**config.mk**
```make
export PLATFORM = sky130hd
export DESIGN_NAME = prog_interval_timer
export DESIGN_NICKNAME = d
export VERILOG_FILES = /design/src/rtl/timer_pkg.sv /design/src/rtl/tmr_sync.sv /design/src/rtl/tmr_bus_decode.sv /design/src/rtl/tmr_counter.sv /design/src/rtl/prog_interval_timer.sv
export SDC_FILE = /design/constraint.sdc
export NUM_CORES = 1
export LEC_CHECK = 0
export BUFFER_PORTS_ARGS = -buffer_cell sky130_fd_sc_hd__clkbuf_2
export CORE_MARGIN = 3
export CORE_UTILIZATION = 40
export CTS_BUF_LIST = sky130_fd_sc_hd__clkbuf_4
export CTS_CLUSTER_SIZE = 14
export DETAILED_ROUTE_END_ITERATION = 10
export GPL_ROUTABILITY_DRIVEN = 0
export PLACE_DENSITY_LB_ADDON = 0.15
export SETUP_SLACK_MARGIN = 0.4
export SLEW_MARGIN = 5
export SYNTH_ARGS = -nofsm -noshare
export SYNTH_HDL_FRONTEND = slang
export SYNTH_SLANG_ARGS = --single-unit
export TNS_END_PERCENT = 50
```
**constraint.sdc**
```tcl
create_clock -name clk -period 4.3 [get_ports clk]
set_clock_uncertainty 0.2 [all_clocks]
set_input_delay 0.86 -clock clk [delete_from_list [all_inputs] [get_ports clk]]
set_output_delay 0.86 -clock clk [all_outputs]
set_load 0.01 [all_outputs]
```
**src/rtl/timer_pkg.sv**
```systemverilog
package timer_pkg;

   // byte transfer order for a channel's count
   typedef enum logic [1:0] {
      ACC_NONE = 2'b00,
      ACC_LO   = 2'b01,
      ACC_HI   = 2'b10,
      ACC_LOHI = 2'b11
   } acc_t;

   typedef struct packed {
      acc_t acc;
      logic periodic;
      logic bcd;
   } cfg_t;

   localparam int ADDR_W   = 2;
   localparam int NUM_ADDR = 1 << ADDR_W;
   localparam int CTRL_ADR = NUM_ADDR - 1;

endpackage

```
**src/rtl/tmr_sync.sv**
```systemverilog
module tmr_sync #(
   parameter int W      = 1,
   parameter int STAGES = 2
) (
   input  logic         clk,
   input  logic         rst_n,
   input  logic [W-1:0] din,
   output logic [W-1:0] q
);

   logic [W-1:0] sh [STAGES];

   always_ff @(posedge clk) begin
      if (!rst_n) begin
         for (int s = 0; s < STAGES; s++) sh[s] <= '0;
      end else begin
         sh[0] <= din;
         for (int s = 1; s < STAGES; s++) sh[s] <= sh[s-1];
      end
   end

   assign q = sh[STAGES-1];

endmodule

```
**src/rtl/tmr_bus_decode.sv**
```systemverilog
module tmr_bus_decode
   import timer_pkg::*;
#(
   parameter int NUM_CNT = 3
) (
   input  logic              cs_n,
   input  logic              rd_n,
   input  logic              wr_n,
   input  logic [ADDR_W-1:0] addr,
   input  logic [1:0]        sel,
   input  logic [1:0]        acc,
   output logic [NUM_CNT-1:0] wr_en,
   output logic [NUM_CNT-1:0] rd_en,
   output logic [NUM_CNT-1:0] cw_we,
   output logic              rd_acc
);

   logic wr_acc;
   logic ctrl_wr;

   // both strobes low at once is not an access
   assign wr_acc  = !cs_n && !wr_n && rd_n;
   assign rd_acc  = !cs_n && !rd_n && wr_n;
   assign ctrl_wr = wr_acc && (addr == ADDR_W'(CTRL_ADR)) && (acc != ACC_NONE);

   for (genvar i = 0; i < NUM_CNT; i++) begin : g_ch
      assign wr_en[i] = wr_acc && (addr == ADDR_W'(i));
      assign rd_en[i] = rd_acc && (addr == ADDR_W'(i));
      assign cw_we[i] = ctrl_wr && (sel == 2'(i));
   end

endmodule

```
**src/rtl/tmr_counter.sv**
```systemverilog
module tmr_counter
   import timer_pkg::*;
#(
   parameter int DATA_W = 8,
   parameter bit BCD_EN = 1'b1
) (
   input  logic              clk,
   input  logic              rst_n,
   input  logic              cw_we,
   input  cfg_t              cw_cfg,
   input  logic              wr_en,
   input  logic              rd_en,
   input  logic [DATA_W-1:0] wdata,
   input  logic              clk_lvl,
   input  logic              gate_lvl,
   output logic [DATA_W-1:0] rd_byte,
   output logic              out
);

   localparam int CNT_W  = 2 * DATA_W;
   localparam int DIGITS = CNT_W / 4;

   cfg_t              cfg_q;
   logic [CNT_W-1:0]  count_q;
   logic [CNT_W-1:0]  reload_q;
   logic [CNT_W-1:0]  dec_val;
   logic [CNT_W-1:0]  load_val;
   logic [DATA_W-1:0] lo_buf;
   logic              wr_hi;
   logic              rd_hi;
   logic              running;
   logic              prev_clk;
   logic              wr_load;
   logic              step;
   logic              tc;

   function automatic logic [CNT_W-1:0] bcd_dec(input logic [CNT_W-1:0] v);
      logic [CNT_W-1:0] r;
      logic             brw;
      r   = v;
      brw = 1'b1;
      for (int d = 0; d < DIGITS; d++) begin
         if (brw) begin
            if (v[d*4 +: 4] == 4'd0) begin
               r[d*4 +: 4] = 4'd9;
            end else begin
               r[d*4 +: 4] = v[d*4 +: 4] - 4'd1;
               brw         = 1'b0;
            end
         end
      end
      return r;
   endfunction

   // decrement path: decimal support is optional
   if (BCD_EN) begin : g_bcd
      assign dec_val = cfg_q.bcd ? bcd_dec(count_q) : (count_q - CNT_W'(1));
   end else begin : g_bin
      assign dec_val = count_q - CNT_W'(1);
   end

   always_comb begin
      wr_load  = 1'b0;
      load_val = '0;
      case (cfg_q.acc)
         ACC_LO: begin
            wr_load  = wr_en;
            load_val = {{DATA_W{1'b0}}, wdata};
         end
         ACC_HI: begin
            wr_load  = wr_en;
            load_val = {wdata, {DATA_W{1'b0}}};
         end
         ACC_LOHI: begin
            wr_load  = wr_en && wr_hi;
            load_val = {wdata, lo_buf};
         end
         default: ;
      endcase
   end

   always_comb begin
      case (cfg_q.acc)
         ACC_LO:  rd_byte = count_q[DATA_W-1:0];
         ACC_HI:  rd_byte = count_q[CNT_W-1:DATA_W];
         default: rd_byte = rd_hi ? count_q[CNT_W-1:DATA_W] : count_q[DATA_W-1:0];
      endcase
   end

   assign step = clk_lvl && !prev_clk && gate_lvl && running;
   assign tc   = step && (count_q == CNT_W'(1));

   always_ff @(posedge clk) begin
      if (!rst_n) begin
         cfg_q    <= '{acc: ACC_LOHI, periodic: 1'b0, bcd: 1'b0};
         count_q  <= '0;
         reload_q <= '0;
         lo_buf   <= '0;
         wr_hi    <= 1'b0;
         rd_hi    <= 1'b0;
         running  <= 1'b0;
         prev_clk <= 1'b0;
         out      <= 1'b0;
      end else begin
         prev_clk <= clk_lvl;
         if (cw_we) begin
            cfg_q   <= cw_cfg;
            wr_hi   <= 1'b0;
            rd_hi   <= 1'b0;
            running <= 1'b0;
            out     <= 1'b0;
         end else begin
            if (cfg_q.periodic) out <= 1'b0;
            if (rd_en && cfg_q.acc == ACC_LOHI) rd_hi <= !rd_hi;
            if (wr_en && cfg_q.acc == ACC_LOHI) begin
               wr_hi <= !wr_hi;
               if (!wr_hi) begin
                  lo_buf  <= wdata;
                  running <= 1'b0;
               end
            end
            if (wr_load) begin
               count_q  <= load_val;
               reload_q <= load_val;
               running  <= 1'b1;
               out      <= 1'b0;
            end else if (tc) begin
               out <= 1'b1;
               if (cfg_q.periodic) begin
                  count_q <= reload_q;
               end else begin
                  count_q <= '0;
                  running <= 1'b0;
               end
            end else if (step) begin
               count_q <= dec_val;
            end
         end
      end
   end

endmodule

```
**src/rtl/prog_interval_timer.sv**
```systemverilog
module prog_interval_timer
   import timer_pkg::*;
#(
   parameter int NUM_CNT     = 3,
   parameter int DATA_W      = 8,
   parameter int SYNC_STAGES = 2,
   parameter bit BCD_EN      = 1'b1
) (
   input  logic               clk,
   input  logic               rst_n,
   input  logic               cs_n,
   input  logic               rd_n,
   input  logic               wr_n,
   input  logic [1:0]         addr,
   input  logic [DATA_W-1:0]  wdata,
   output logic [DATA_W-1:0]  rdata,
   input  logic [NUM_CNT-1:0] cnt_clk,
   input  logic [NUM_CNT-1:0] cnt_gate,
   output logic [NUM_CNT-1:0] cnt_out
);

   // elaboration-time parameter checks
   if (NUM_CNT < 1 || NUM_CNT > CTRL_ADR) begin : g_bad_num
      $error("NUM_CNT must lie in 1..3");
   end
   if (DATA_W < 4 || (DATA_W % 2) != 0) begin : g_bad_width
      $error("DATA_W must be even and at least 4");
   end
   if (SYNC_STAGES < 1) begin : g_bad_sync
      $error("SYNC_STAGES must be at least 1");
   end

   logic [NUM_CNT-1:0] wr_en;
   logic [NUM_CNT-1:0] rd_en;
   logic [NUM_CNT-1:0] cw_we;
   logic               rd_acc;
   cfg_t               cw_cfg;
   logic [DATA_W-1:0]  rd_bytes [NUM_ADDR];

   assign cw_cfg = '{acc:      acc_t'(wdata[DATA_W-3 -: 2]),
                     periodic: wdata[1],
                     bcd:      wdata[0]};

   tmr_bus_decode #(.NUM_CNT(NUM_CNT)) u_dec (
      .cs_n   (cs_n),
      .rd_n   (rd_n),
      .wr_n   (wr_n),
      .addr   (addr),
      .sel    (wdata[DATA_W-1 -: 2]),
      .acc    (wdata[DATA_W-3 -: 2]),
      .wr_en  (wr_en),
      .rd_en  (rd_en),
      .cw_we  (cw_we),
      .rd_acc (rd_acc)
   );

   for (genvar i = 0; i < NUM_CNT; i++) begin : g_chan
      logic [1:0] sq;

      tmr_sync #(.W(2), .STAGES(SYNC_STAGES)) u_sync (
         .clk   (clk),
         .rst_n (rst_n),
         .din   ({cnt_gate[i], cnt_clk[i]}),
         .q     (sq)
      );

      tmr_counter #(.DATA_W(DATA_W), .BCD_EN(BCD_EN)) u_cnt (
         .clk      (clk),
         .rst_n    (rst_n),
         .cw_we    (cw_we[i]),
         .cw_cfg   (cw_cfg),
         .wr_en    (wr_en[i]),
         .rd_en    (rd_en[i]),
         .wdata    (wdata),
         .clk_lvl  (sq[0]),
         .gate_lvl (sq[1]),
         .rd_byte  (rd_bytes[i]),
         .out      (cnt_out[i])
      );
   end

   // unused addresses, including the control word, read as zero
   for (genvar j = NUM_CNT; j < NUM_ADDR; j++) begin : g_pad
      assign rd_bytes[j] = '0;
   end

   always_ff @(posedge clk) begin
      if (!rst_n) begin
         rdata <= '0;
      end else if (rd_acc) begin
         rdata <= rd_bytes[addr];
      end
   end

endmodule

```
== Yosys cells after proc, flatten, opt, wreduce, memory -nomap -nowiden ==
Memory sizes are Yosys's and may differ from the RTL's.
Cells that the tools add are included.
W data, S select, Z words.

* Add/subtract/negate cells: 15
* Order comparisons: 1
* Eq/ne operators: 26
* Multiplexer cells: 95
* Bitwise operators: 14
* Reduce and logical (&&, ||, !) cells: 96

{| class="wikitable"
|+ Operator list
! kind !! number
|-
| $mux W16 || 15
|-
| $pmux W16 S3 || 3
|-
| $mux W4 || 21
|-
| $eq A16 B1 Y1 const B || 3
|-
| $logic_not A4 Y1 || 12
|-
| $pmux W8 S2 || 3
|-
| $sub A16 B1 Y16 const B || 3
|-
| $sub A4 B1 Y4 const B || 12
|-
| $mux W8 || 5
|-
| $mux W1 || 38
|-
| $logic_and A1 B1 Y1 || 36
|-
| $ne A4 B4 Y1 const B || 9
|-
| $reduce_and A3 Y1 || 12
|-
| $eq A2 B2 Y1 const B || 9
|-
| $bmux W8 S2 || 1
|-
| $logic_not A1 Y1 || 12
|-
| $mux W2 || 6
|-
| $reduce_and A2 Y1 || 6
|-
| $reduce_or A2 Y1 || 6
|-
| $eq A2 B1 Y1 const B || 5
|-
| $reduce_bool A3 Y1 || 3
|-
| $reduce_or A3 Y1 || 3
|-
| $reduce_bool A2 Y1 || 4
|-
| $not A1 Y1 || 7
|-
| 5 further kinds || 13
|}

* Flip-flop bits (word level): 155
* Memory bits (writable): 12
* Input bits: 21
* Output and inout bits: 11
* Word-level logic and storage cells: 293
* Memories: 3

{| class="wikitable"
|+ Memory list
! name !! depth !! width !! rd ports !! clocked after memory_dff !! wr ports !! line !! text
|-
| g_chan[0].u_sync.sh || 2 || 2 || 2 || 0 || 2 || tmr_sync.sv:11 || <nowiki>logic [W-1:0] sh [STAGES];</nowiki>
|-
| g_chan[1].u_sync.sh || 2 || 2 || 2 || 0 || 2 || tmr_sync.sv:11 ||
|-
| g_chan[2].u_sync.sh || 2 || 2 || 2 || 0 || 2 || tmr_sync.sv:11 ||
|}

== Logic depth before layout (Yosys ltp) ==
Gate-level depths: netlist of the first run.

* Word-level depth: 9
* Depth in mapped cells: 10
* Gate-level depth less buffers: 8

== Modules after synthesis ==
A second synthesis of the first run with hierarchy kept.

* Cells, all modules: 1247
* Area, all modules: 10078.4 um^2

{| class="wikitable"
|+ Modules (own cells, without submodules)
! module !! times used !! cells an instance !! area an instance (um^2) !! seq. area each (um^2)
|-
| tmr_counter at g_chan[0].u_cnt ... || 2 || 374 || 3027.9 || 980.9
|-
| tmr_counter at g_chan[2].u_cnt || 1 || 400 || 3121.7 || 980.9
|-
| prog_interval_timer || 1 || 52 || 437.9 || 160.2
|-
| tmr_sync || 3 || 10 || 120.1 || 80.1
|-
| tmr_bus_decode || 1 || 17 || 102.6 || 0.0
|}

== Worst setup path after synthesis of the first run ==
Ideal clock, no wire load.

* Kind: input-to-reg
* Start: in cs_n
* End: reg g_chan[1].u_cnt.count_q[11]
* Setup time: 0.116 ns
* Arrival: 2.675 ns
* Data required time: 3.984 ns
* Slack: 1.308 ns
* Stages on the path: 9
* Path buffers: 4
* Path through: or3b_4 buf_6 or4_1 buf_2 buf_6 buf_2 nand3_1 a21oi_1 a31o_2

* Word-level cells in the longest chain between the ends: 8
* Elaborated cells between the ends (all ways): 14
* Those cells by class: eq/ne (1); mux (2); bitwise (1); reduce/logical (10)

{| class="wikitable"
|+ Ends and longest elaborated chain
! element !! line !! text
|-
| from (decl) || prog_interval_timer.sv:11 || <nowiki>input logic cs_n,</nowiki>
|-
| $logic_not A1 Y1 (*) || tmr_bus_decode.sv:22 || <nowiki>assign wr_acc = !cs_n && !wr_n && rd_n;</nowiki>
|-
| $logic_and A1 B1 Y1 (*) (2 in a row) || tmr_bus_decode.sv:22 ||
|-
| $logic_and A1 B1 Y1, on equally long branches || tmr_bus_decode.sv:27, tmr_bus_decode.sv:24 ||
|-
| $logic_and A1 B1 Y1, on equally long branches || tmr_counter.sv:75, tmr_bus_decode.sv:24 ||
|-
| $pmux W1 S2 / $logic_and A1 B1 Y1 (equally long branches) || tmr_counter.sv:65, tmr_bus_decode.sv:29 ||
|-
| $ne A4 B4 Y1 (no line) (tied with other cells) || -- ||
|-
| $reduce_and A3 Y1 (no line) || -- ||
|-
| to (signal assigned) || tmr_counter.sv:123 || <nowiki>count_q <= load_val;</nowiki>
|-
| to (signal assigned) || tmr_counter.sv:130 || <nowiki>count_q <= reload_q;</nowiki>
|-
| to (signal assigned) || tmr_counter.sv:136 || <nowiki>count_q <= dec_val;</nowiki>
|-
| to (decl) || tmr_counter.sv:24 || <nowiki>logic [CNT_W-1:0] count_q;</nowiki>
|}

Every way passes the cells marked *; elsewhere a longest branch is shown, timed or not.
A chain may end at the register's enable or synchronous reset.

== Worst setup path after layout of the first run ==
* Start: reg g_chan[2].u_cnt.count_q[8]
* End: reg g_chan[2].u_cnt.count_q[4]

* Word-level cells in the longest chain between the ends: 4
* Elaborated cells between the ends (all ways): 7
* Those cells by class: eq/ne (2); mux (2); reduce/logical (3)

{| class="wikitable"
|+ Ends and longest elaborated chain
! element !! line !! text
|-
| from (decl) || tmr_counter.sv:24 ||
|-
| from (signal assigned) || tmr_counter.sv:123 ||
|-
| from (signal assigned) || tmr_counter.sv:130 ||
|-
| from (signal assigned) || tmr_counter.sv:136 ||
|-
| $eq A16 B1 Y1 (*) || tmr_counter.sv:91 || <nowiki>assign tc = step && (count_q == CNT_W'(1));</nowiki>
|-
| $logic_and A1 B1 Y1 (*) || tmr_counter.sv:91 ||
|-
| $ne A4 B4 Y1 (no line) (tied with other cells) || -- ||
|-
| $reduce_and A3 Y1 (no line) / $mux W16 (equally long branches) || -- ||
|}

Marks and branches as above.

==> results.md, run 1 <==
- Status: finished clean
- Worst slew pin tran: 1.04 ns
- Commonest non-fill, non-tap cell in the layout: dfxtp_1
- Sequential share of the synthesized area: 0.354
- Critical path required time: 4.66 ns
- Crit-path cells: or4_4 -> nor4_4 -> and2_1 -> nand3_1 -> a311o_1 -> a21oi_2
- Gr usage total: 0.226
- CTS Root Cell: clkbuf_4
- Synthesized area: 0.00945 mm2
- Num ports: 32
- Register-to-Register Setup Slack: about 1.3 ns
- Most frequent cells in the layout: dfxtp_1, nor2_1, nand2_1
- Syn_area_per_cell: 8.01 um2
- Post-synth EDFFs: 0
- Synth unique cells: 79
- Crit-path slowest cell: and2_1
- Clk_lat worst skew: 0.60 ns
- Type of origin of the critical path: register
- Detailed Route Iter0 Violations: 822
- Core ar.: 0.0229 mm2
- RSZ-0062 raised after global routing: no
- Worst EP arrival: 3.32 ns
- Kind of critical path: reg2reg
- Synthesized flop and latch total: 167
- H-tree lvl count: 4
- Final setup viols: 0
- Initial Utilization: 0.412
- Worst rel slew slack: 0.302
- Tcrit/Tclk final: 0.689
- Final hold vios: 0
- Clock Path Buffers: 2
- Vias in the first global route: roughly 8300
- Residual DRC: 0
- Die W: 160 um
- Number of antenna-violating nets in the routed design: 0
- Largest net degree at the start of global routing: 83
- Hold_buf cts: 0
- Yosys Warn Count: 0
- Area fraction of the dominant cell type after synthesis: 0.354
- Syn nets: 1221
- Drt wl/cell: 19.6 um
- FFs w/ async S/R, synth: 0
- Area grow syn2layout: 6.65%
- Min-delay worst type: in2reg
- Final Power: 2.71 mW
- Pins over their slew limit: 0
- First-pass GRT wire length: between 40000 and 50000 um
- Die Area: roughly 0.026 mm2
- Total gr overflow: 0
- Worst slack, placed: 0.837 ns
- Synth area leader: dfxtp_1
- CP peak stage delay: 0.63 ns
- Fillers: 2332
- Die Span Y: 160 um
- Maximum clock frequency: 338 MHz
- Leakage: 3.94 nW
- Worst IR Drop VDD: 0.000152 V
- Vias: 8823
- Clk slew on worst S/H paths: ~0.18 ns
- Antenna violations before repair: 1
- Hold endpoint: g_chan[1].u_sync.sh[0][1]
- Period minus WS final: 2.96 ns
- Setup tns final: 0 ns
- Worst Slack Setup Final: roughly 1.3 ns
- CTS Sinks: 167
- TritonCTS clock tree: built
- Pre-Repair DR Iteration Count: 6
- Main synth FF type: dfxtp_1
- Crit Reg-Reg Startpoint: g_chan[2].u_cnt.count_q[8]
- I/O Buffers: 31
- Row count: 55
- Number of vias per cell: 5.97
- TritonCTS Buffers: 17
- Postcts setup bufs: 0
- Worst R2R Path Depth: 6
- Buf/Inv on CP: 0
- Synth area leaders: dfxtp_1, nor2_1, a21oi_1
- Critical path fanouts, max: 17
- Share of cells above drive strength 1: 0.114
- Kind of cell adding the most delay to the critical path: simple AND/OR/NAND/NOR gates
- Post-Route WL: 29000 um
- Worst R2R End: g_chan[2].u_cnt.count_q[4]
- Hold Slack: 0.248 ns
- CP endpoint kind: register
- HP Start: cnt_gate[1]
- Layout Nets: 1193
- Worst hold stages: 2
- Post-CTS sizing: 0
- Mapped Cells: 1179
- HPWL after DPL: 19600 um
- Power Density: 269 mW/mm2
- Max Cap Violations: 0
[registers in the layout, indices dropped and copies added (netlist names)]
register	cells
g_chan.u_sync.sh	12
g_chan.u_cnt.rd_hi	3
rdata	8
g_chan.u_cnt.wr_hi	3
g_chan.u_cnt.lo_buf	24
g_chan.u_cnt.cfg_q	12
g_chan.u_cnt.out	3
g_chan.u_cnt.running	3
g_chan.u_cnt.prev_clk	3
g_chan.u_cnt.reload_q	48
g_chan.u_cnt.count_q	48
[power by group]
| part | switching, mW | internal [mW] | total (mW) |
|---|---|---|---|
| combinational | 0.107 | 0.0467 | 0.154 |
| clock | 0.705 | 0.274 | 0.979 |
| sequential | 0.00932 | 1.56 | 1.57 |
[cell usage after synthesis (4+ instances only)]
cell / count
nand3_1: 54
mux2_2: 8
nor3_1: 21
ha_1: 21
o211ai_1: 25
o22ai_1: 4
a311oi_1: 9
o21a_1: 5
a311o_1: 5
buf_2: 9
dfxtp_1: 167
nand2_1: 112
nor2b_1: 6
a21oi_1: 87
buf_4: 5
and2_1: 21
a22oi_1: 42
o211a_1: 9
clkbuf_1: 86
a31o_2: 7
o21ai_0: 78
mux2i_1: 42
nor2_1: 119
nor4_1: 14
xor2_1: 12
or4_1: 5
nand4_1: 5
o31ai_1: 12
nand3b_1: 5
o2111ai_1: 9
inv_1: 21
and4b_1: 4
o31a_1: 5
buf_1: 5
a22o_1: 21
a221oi_1: 7
a31oi_1: 20
nand2b_1: 8
and3_1: 11
xnor2_1: 6
nor3b_1: 7
[cell type report]
type | instances | area (um2) | share of cell area
sequential | 167 | 3340 | 0.332
clock inverter | 15 | 173 | 0.0171
inverter | 22 | 82.6 | 0.00819
antenna | 1 | 2.50 | 0.000248
clock buffer | 17 | 128 | 0.0127
multi-input combinational | 882 | 5580 | 0.553
timing repair buffer | 61 | 380 | 0.0377
tap | 313 | 392 | 0.0389
[cell families (layout without fill, tap and decap cells)]
group           count (synthesis)  count (layout)  share of synthesized area
flops                         167             167                      0.354
simple gates                  418             418                      0.222
buf+inv                       130             115                     0.0572
xor+xnor                       18              18                     0.0167
fa+ha+maj                      21              21                     0.0278
mux                            50              50                     0.0540
compound gates                375             375                      0.268
other cells                     0               1                          0
[worst register-to-register path, cell delays in order, from the launching register on]
cell and delay [ns]:
dfxtp_1 0.45, or4_4 0.61, nor4_4 0.39, and2_1 0.63, nand3_1 0.16, a311o_1 0.39, a21oi_2 0.12
[per-stage QoR]
| stage | util | instance area [um2] | instances |
|---|---|---|---|
| floorplan | - | 9450 | 1179 |
| global placement | 0.427 | 9770 | 1445 |
| detailed placement | 0.427 | 9770 | 1445 |
| CTS | 0.440 | 10100 | 1477 |
| global route | 0.440 | 10100 | 1478 |
| finish | 0.440 | 10100 | 1478 |
[worst max-delay path by stage]
stage	startpoint	slack (ns)	end	depth (start not counted)
after floorplan	cs_n	1.31	g_chan[1].u_cnt.count_q[11]	9
after global placement	cs_n	0.84	g_chan[1].u_cnt.count_q[11]	7
after detailed placement	cs_n	0.84	g_chan[1].u_cnt.count_q[11]	7
after CTS	g_chan[2].u_cnt.count_q[8]	1.35	g_chan[2].u_cnt.count_q[4]	6
after global routing	g_chan[1].u_cnt.count_q[11]	1.09	g_chan[1].u_cnt.count_q[9]	6
final	g_chan[2].u_cnt.count_q[8]	1.34	g_chan[2].u_cnt.count_q[4]	6
[metal layers]
layer / track usage / share of wire
met5: 0 / 0
met4: 0.0553 / 0.016
met3: 0.0394 / 0.062
met2: 0.351 / 0.45
met1: 0.325 / 0.47
Note: power is estimated with default switching activity, not from simulation.
==> inputs of run 2 (changes only) <==
ABC_AREA = 1   (was not set)
clock period = 2.6 ns   (was 4.3 ns; I/O delays follow)
==> results.md, run 2 <==
- Pre-Repair DR Iteration Count: 6 (unchanged)
- Antenna violations before repair: 3 (was 1)
- Psw: 1.41 mW (was 821 uW)
- Worst Slack Setup Final: 0.491 ns (was 1.34 ns)
- Clk slew on worst S/H paths: 0.17 ns (was 0.18 ns)
- Tcrit/Tclk final: 0.811 (was 0.689)
- Num ports: 32 (unchanged)
- Placed cell areas: 0.0109 mm2 (was 0.00977 mm2)
- Synth area leaders: dfxtp_1, nand2_1, a21oi_1 (was dfxtp_1, nor2_1, a21oi_1)
- Synthesized flop and latch total: 167 (unchanged)
- Mapped Cells: 1588 (was 1179)
- Syn_area_per_cell: 6.40 um2 (was 8.01 um2)
- Synthesized area: 0.0102 mm2 (was 0.00945 mm2)
- First-pass GRT wire length: 54500 um (was 46600 um)
- Die Span Y: 165 um (was 160 um)
- Layout Nets: 1718 (was 1193)
- Total gr overflow: 0 (unchanged)
- Biggest regs: g_chan.u_cnt.count_q x48, g_chan.u_cnt.reload_q x48, g_chan.u_cnt.lo_buf x24 (unchanged)
- Die Area: 0.0274 mm2 (was 0.0255 mm2)
- CP endpoint kind: register (unchanged)
- Seq pwr share: 0.572 (was 0.581)
- Synth area leader: dfxtp_1 (unchanged)
- CP peak stage delay: 0.38 ns (was 0.63 ns)
- Crit-path most repeated cell: inv_1
- Fillers: 2637 (was 2332)
- FFs w/ async S/R, synth: 0 (unchanged)
- H-tree lvl count: 4 (unchanged)
- FF/Latch Area: 0.00337 mm2 (was 0.00334 mm2)
- CTS Root Cell: clkbuf_4 (unchanged)
- Critical path required time: 2.91 ns (was 4.66 ns)
- Power Density: 387 mW/mm2 (was 269 mW/mm2)
- Largest net degree at the start of global routing: 60 (was 83)
- Residual DRC: 0 (unchanged)
- Gate power share: 0.071 (was 0.057)
- Drt wl/cell: 17.5 um (was 19.6 um)
- Number of vias per cell: 5.46 (was 5.97)
- Clock Path Buffers: 2 (unchanged)
- Register-to-Register Setup Slack: 0.49 ns (was 1.34 ns)
- Yosys Warn Count: 0 (unchanged)
- Status: finished clean (unchanged)
- Final core occ: 0.477 (was 0.440)
- Crit-path cells: inv_1 -> ha_1 -> inv_1 -> o22ai_1 -> nand2_1 -> o21ai_0 -> nor4_1 -> nor2_1 (was or4_4 -> nor4_4 -> and2_1 -> nand3_1 -> a311o_1 -> a21oi_2)
- Maximum clock frequency: 474 MHz (was 338 MHz)
- Post-route cell area: 0.0118 mm2 (was 0.0101 mm2)
- Kind of critical path: reg2reg (unchanged)
- Internal power: 3.14 mW (was 1.88 mW)
- Clock share of power: 0.356 (was 0.362)
- Syn nets: 1630 (was 1221)
- Initial Utilization: 0.412 (about the same)
- Worst setup startpoint: g_chan[1].u_cnt.cfg_q[3] (was g_chan[2].u_cnt.count_q[8])
- Vias: 11000 (was 8823)
- Main synth FF type: dfxtp_1 (unchanged)
- Min-delay worst type: in2reg (unchanged)
- Worst IR Drop VDD: 0.000261 V (was 0.000152 V)
- Worst R2R Path Depth: 8 (was 6)
- Setup tns final: 0 ns (unchanged)
- Die W: 165 um (was 160 um)
- Final setup viols: 0 (unchanged)
- Post-synth EDFFs: 0 (unchanged)
- Gr usage total: 0.256 (was 0.226)
- Final hold vios: 0 (unchanged)
- CTS Sinks: 167 (unchanged)
- Synth unique cells: 48 (was 79)
- Vias in the first global route: 9898 (was 8250)
- Core ar.: 0.0247 mm2 (was 0.0229 mm2)
- Sequential share of the synthesized area: 0.329 (was 0.354)
- Worst EP arrival: 2.42 ns (was 3.32 ns)
- I/O Buffers: 31 (unchanged)
- Worst R2R End: rdata[7] (was g_chan[2].u_cnt.count_q[4])
- Crit-path slowest cell: inv_1 (was and2_1)
- Worst rel slew slack: 0.631 (was 0.302)
- Post-Route WL: 35200 um (was 29000 um)
- HPWL after DPL: 26500 um (was 19600 um)
- Row count: 57 (was 55)
- Pins over their slew limit: 0 (unchanged)
- Critical path fanouts, max: 13 (was 17)
- Type of origin of the critical path: register (unchanged)
- Kind of cell adding the most delay to the critical path: simple AND/OR/NAND/NOR gates (unchanged)
- Hold Slack: 0.0899 ns (was 0.248 ns)
- Max Cap Violations: 0 (unchanged)
- Area fraction of the dominant cell type after synthesis: 0.329 (was 0.354)
- Hold endpoint: g_chan[1].u_cnt.cfg_q[2] (was g_chan[1].u_sync.sh[0][1])
- Number of antenna-violating nets in the routed design: 0 (unchanged)
- TritonCTS Buffers: 17 (unchanged)
- Area grow syn2layout: 15.8% (was 6.65%)
- Footprint of the multi-input gates: 0.00604 mm2 (was 0.00558 mm2)
- Leakage: 5.42 nW (was 3.94 nW)
- Period minus WS final: 2.11 ns (was 2.96 ns)
- HP Start: wdata[4] (was cnt_gate[1])
- Crit Reg-Reg Startpoint: g_chan[1].u_cnt.cfg_q[3] (was g_chan[2].u_cnt.count_q[8])
- Most frequent cells after synthesis: nand2_1, dfxtp_1, inv_1, nor2_1, a21oi_1 (was dfxtp_1, nor2_1, nand2_1, a21oi_1, clkbuf_1)
- Sw Share: 0.310 (was 0.304)
- Clk_lat worst skew: 0.62 ns (was 0.60 ns)
- Count leader, synth: nand2_1 (was dfxtp_1)
- Share of cells above drive strength 1: 0.160 (was 0.114)
- Buf/Inv on CP: 2 (was 0)
- Worst slack, placed: 0.170 ns (was 0.837 ns)
- TritonCTS clock tree: built (unchanged)
- Worst slew pin tran: 0.552 ns (was 1.04 ns)
- Detailed Route Iter0 Violations: 1076 (was 822)
- RSZ-0062 raised after global routing: yes (was no)
- Worst hold stages: 3 (was 2)
- Most frequent cells in the layout: nand2_1, dfxtp_1, inv_1 (was dfxtp_1, nor2_1, nand2_1)
- Commonest non-fill, non-tap cell in the layout: nand2_1 (was dfxtp_1)
run 2: layer usage:
metal  GRT usage  wire [um]  part of all wire  up-vias
met1       0.365      16600              0.47     5157
met3      0.0446       2360             0.067       50
met5           0         30           0.00085        -
met2       0.402      15500              0.44      349
li1            -          -                 -     5433
met4      0.0669        763             0.022        4
run 2: kinds of logic after synthesis:
kind of cell | count (synthesis) | synth area share
simple gates | 783 | 0.335
compound gates | 376 | 0.208
buf+inv | 232 | 0.0953
flops | 167 | 0.329
fa+ha+maj | 21 | 0.0258
xor+xnor | 9 | 0.00775
run 2: through the flow:
| stage | total power, mW | std cells |
|---|---|---|
| CTS | 4.57 | 1988 |
| finish | 4.55 | 2014 |
| global route | 4.72 | 2014 |
| floorplan | 2.83 | 1588 |
| detailed placement | 2.97 | 1946 |
| global placement | 2.97 | 1946 |
run 2: power by group through the flow:
stage / logic [mW] / registers (mW) / clock network [mW]
finish: 0.324 / 2.60 / 1.62
global route: 0.355 / 2.61 / 1.75
CTS: 0.317 / 2.61 / 1.64
detailed placement: 0.308 / 2.66 / 0
global placement: 0.308 / 2.66 / 0
floorplan: 0.174 / 2.66 / 0
run 2: worst max path at each step:
stage	to	depth (start not counted)
3_3_place_gp	g_chan[2].u_cnt.count_q[4]	12
6_report	rdata[7]	8
2_1_floorplan	g_chan[0].u_cnt.count_q[3]	12
5_1_grt	rdata[7]	8
3_5_place_dp	g_chan[2].u_cnt.count_q[4]	13
4_1_cts	g_chan[1].u_cnt.count_q[13]	12
run 2: worst register-to-register path, delay by kind of cell (launching register included):
family	cells	cell delay [ns]
AOI/OAI and AO/OA	2	0.24
adders and majority gates	1	0.25
buffers and inverters	2	0.45
DFF	1	0.37
and+or+nand+nor	3	0.52
run 2: area by class of cell:
class,instances,share of cell area
Antenna cell,1,0.000213
Clock buffer,17,0.0108
Clock inverter,15,0.0148
Inverter,167,0.0538
Multi-Input combinational cell,1190,0.513
Sequential cell,167,0.286
Tap cell,324,0.0344
Timing Repair Buffer,133,0.0868
run 2: repair_timing:
| item | in CTS | in global routing |
|---|---|---|
| pin swaps | 2 | 16 |
| resized for setup | 13 | 62 |
| buffers inserted | 4 | 24 |
| hold endpoints to repair | 6 | 0 |
| hold buffers | 6 | 0 |
| cloned | 0 | 1 |
| setup endpoints to repair | 38 | 56 |
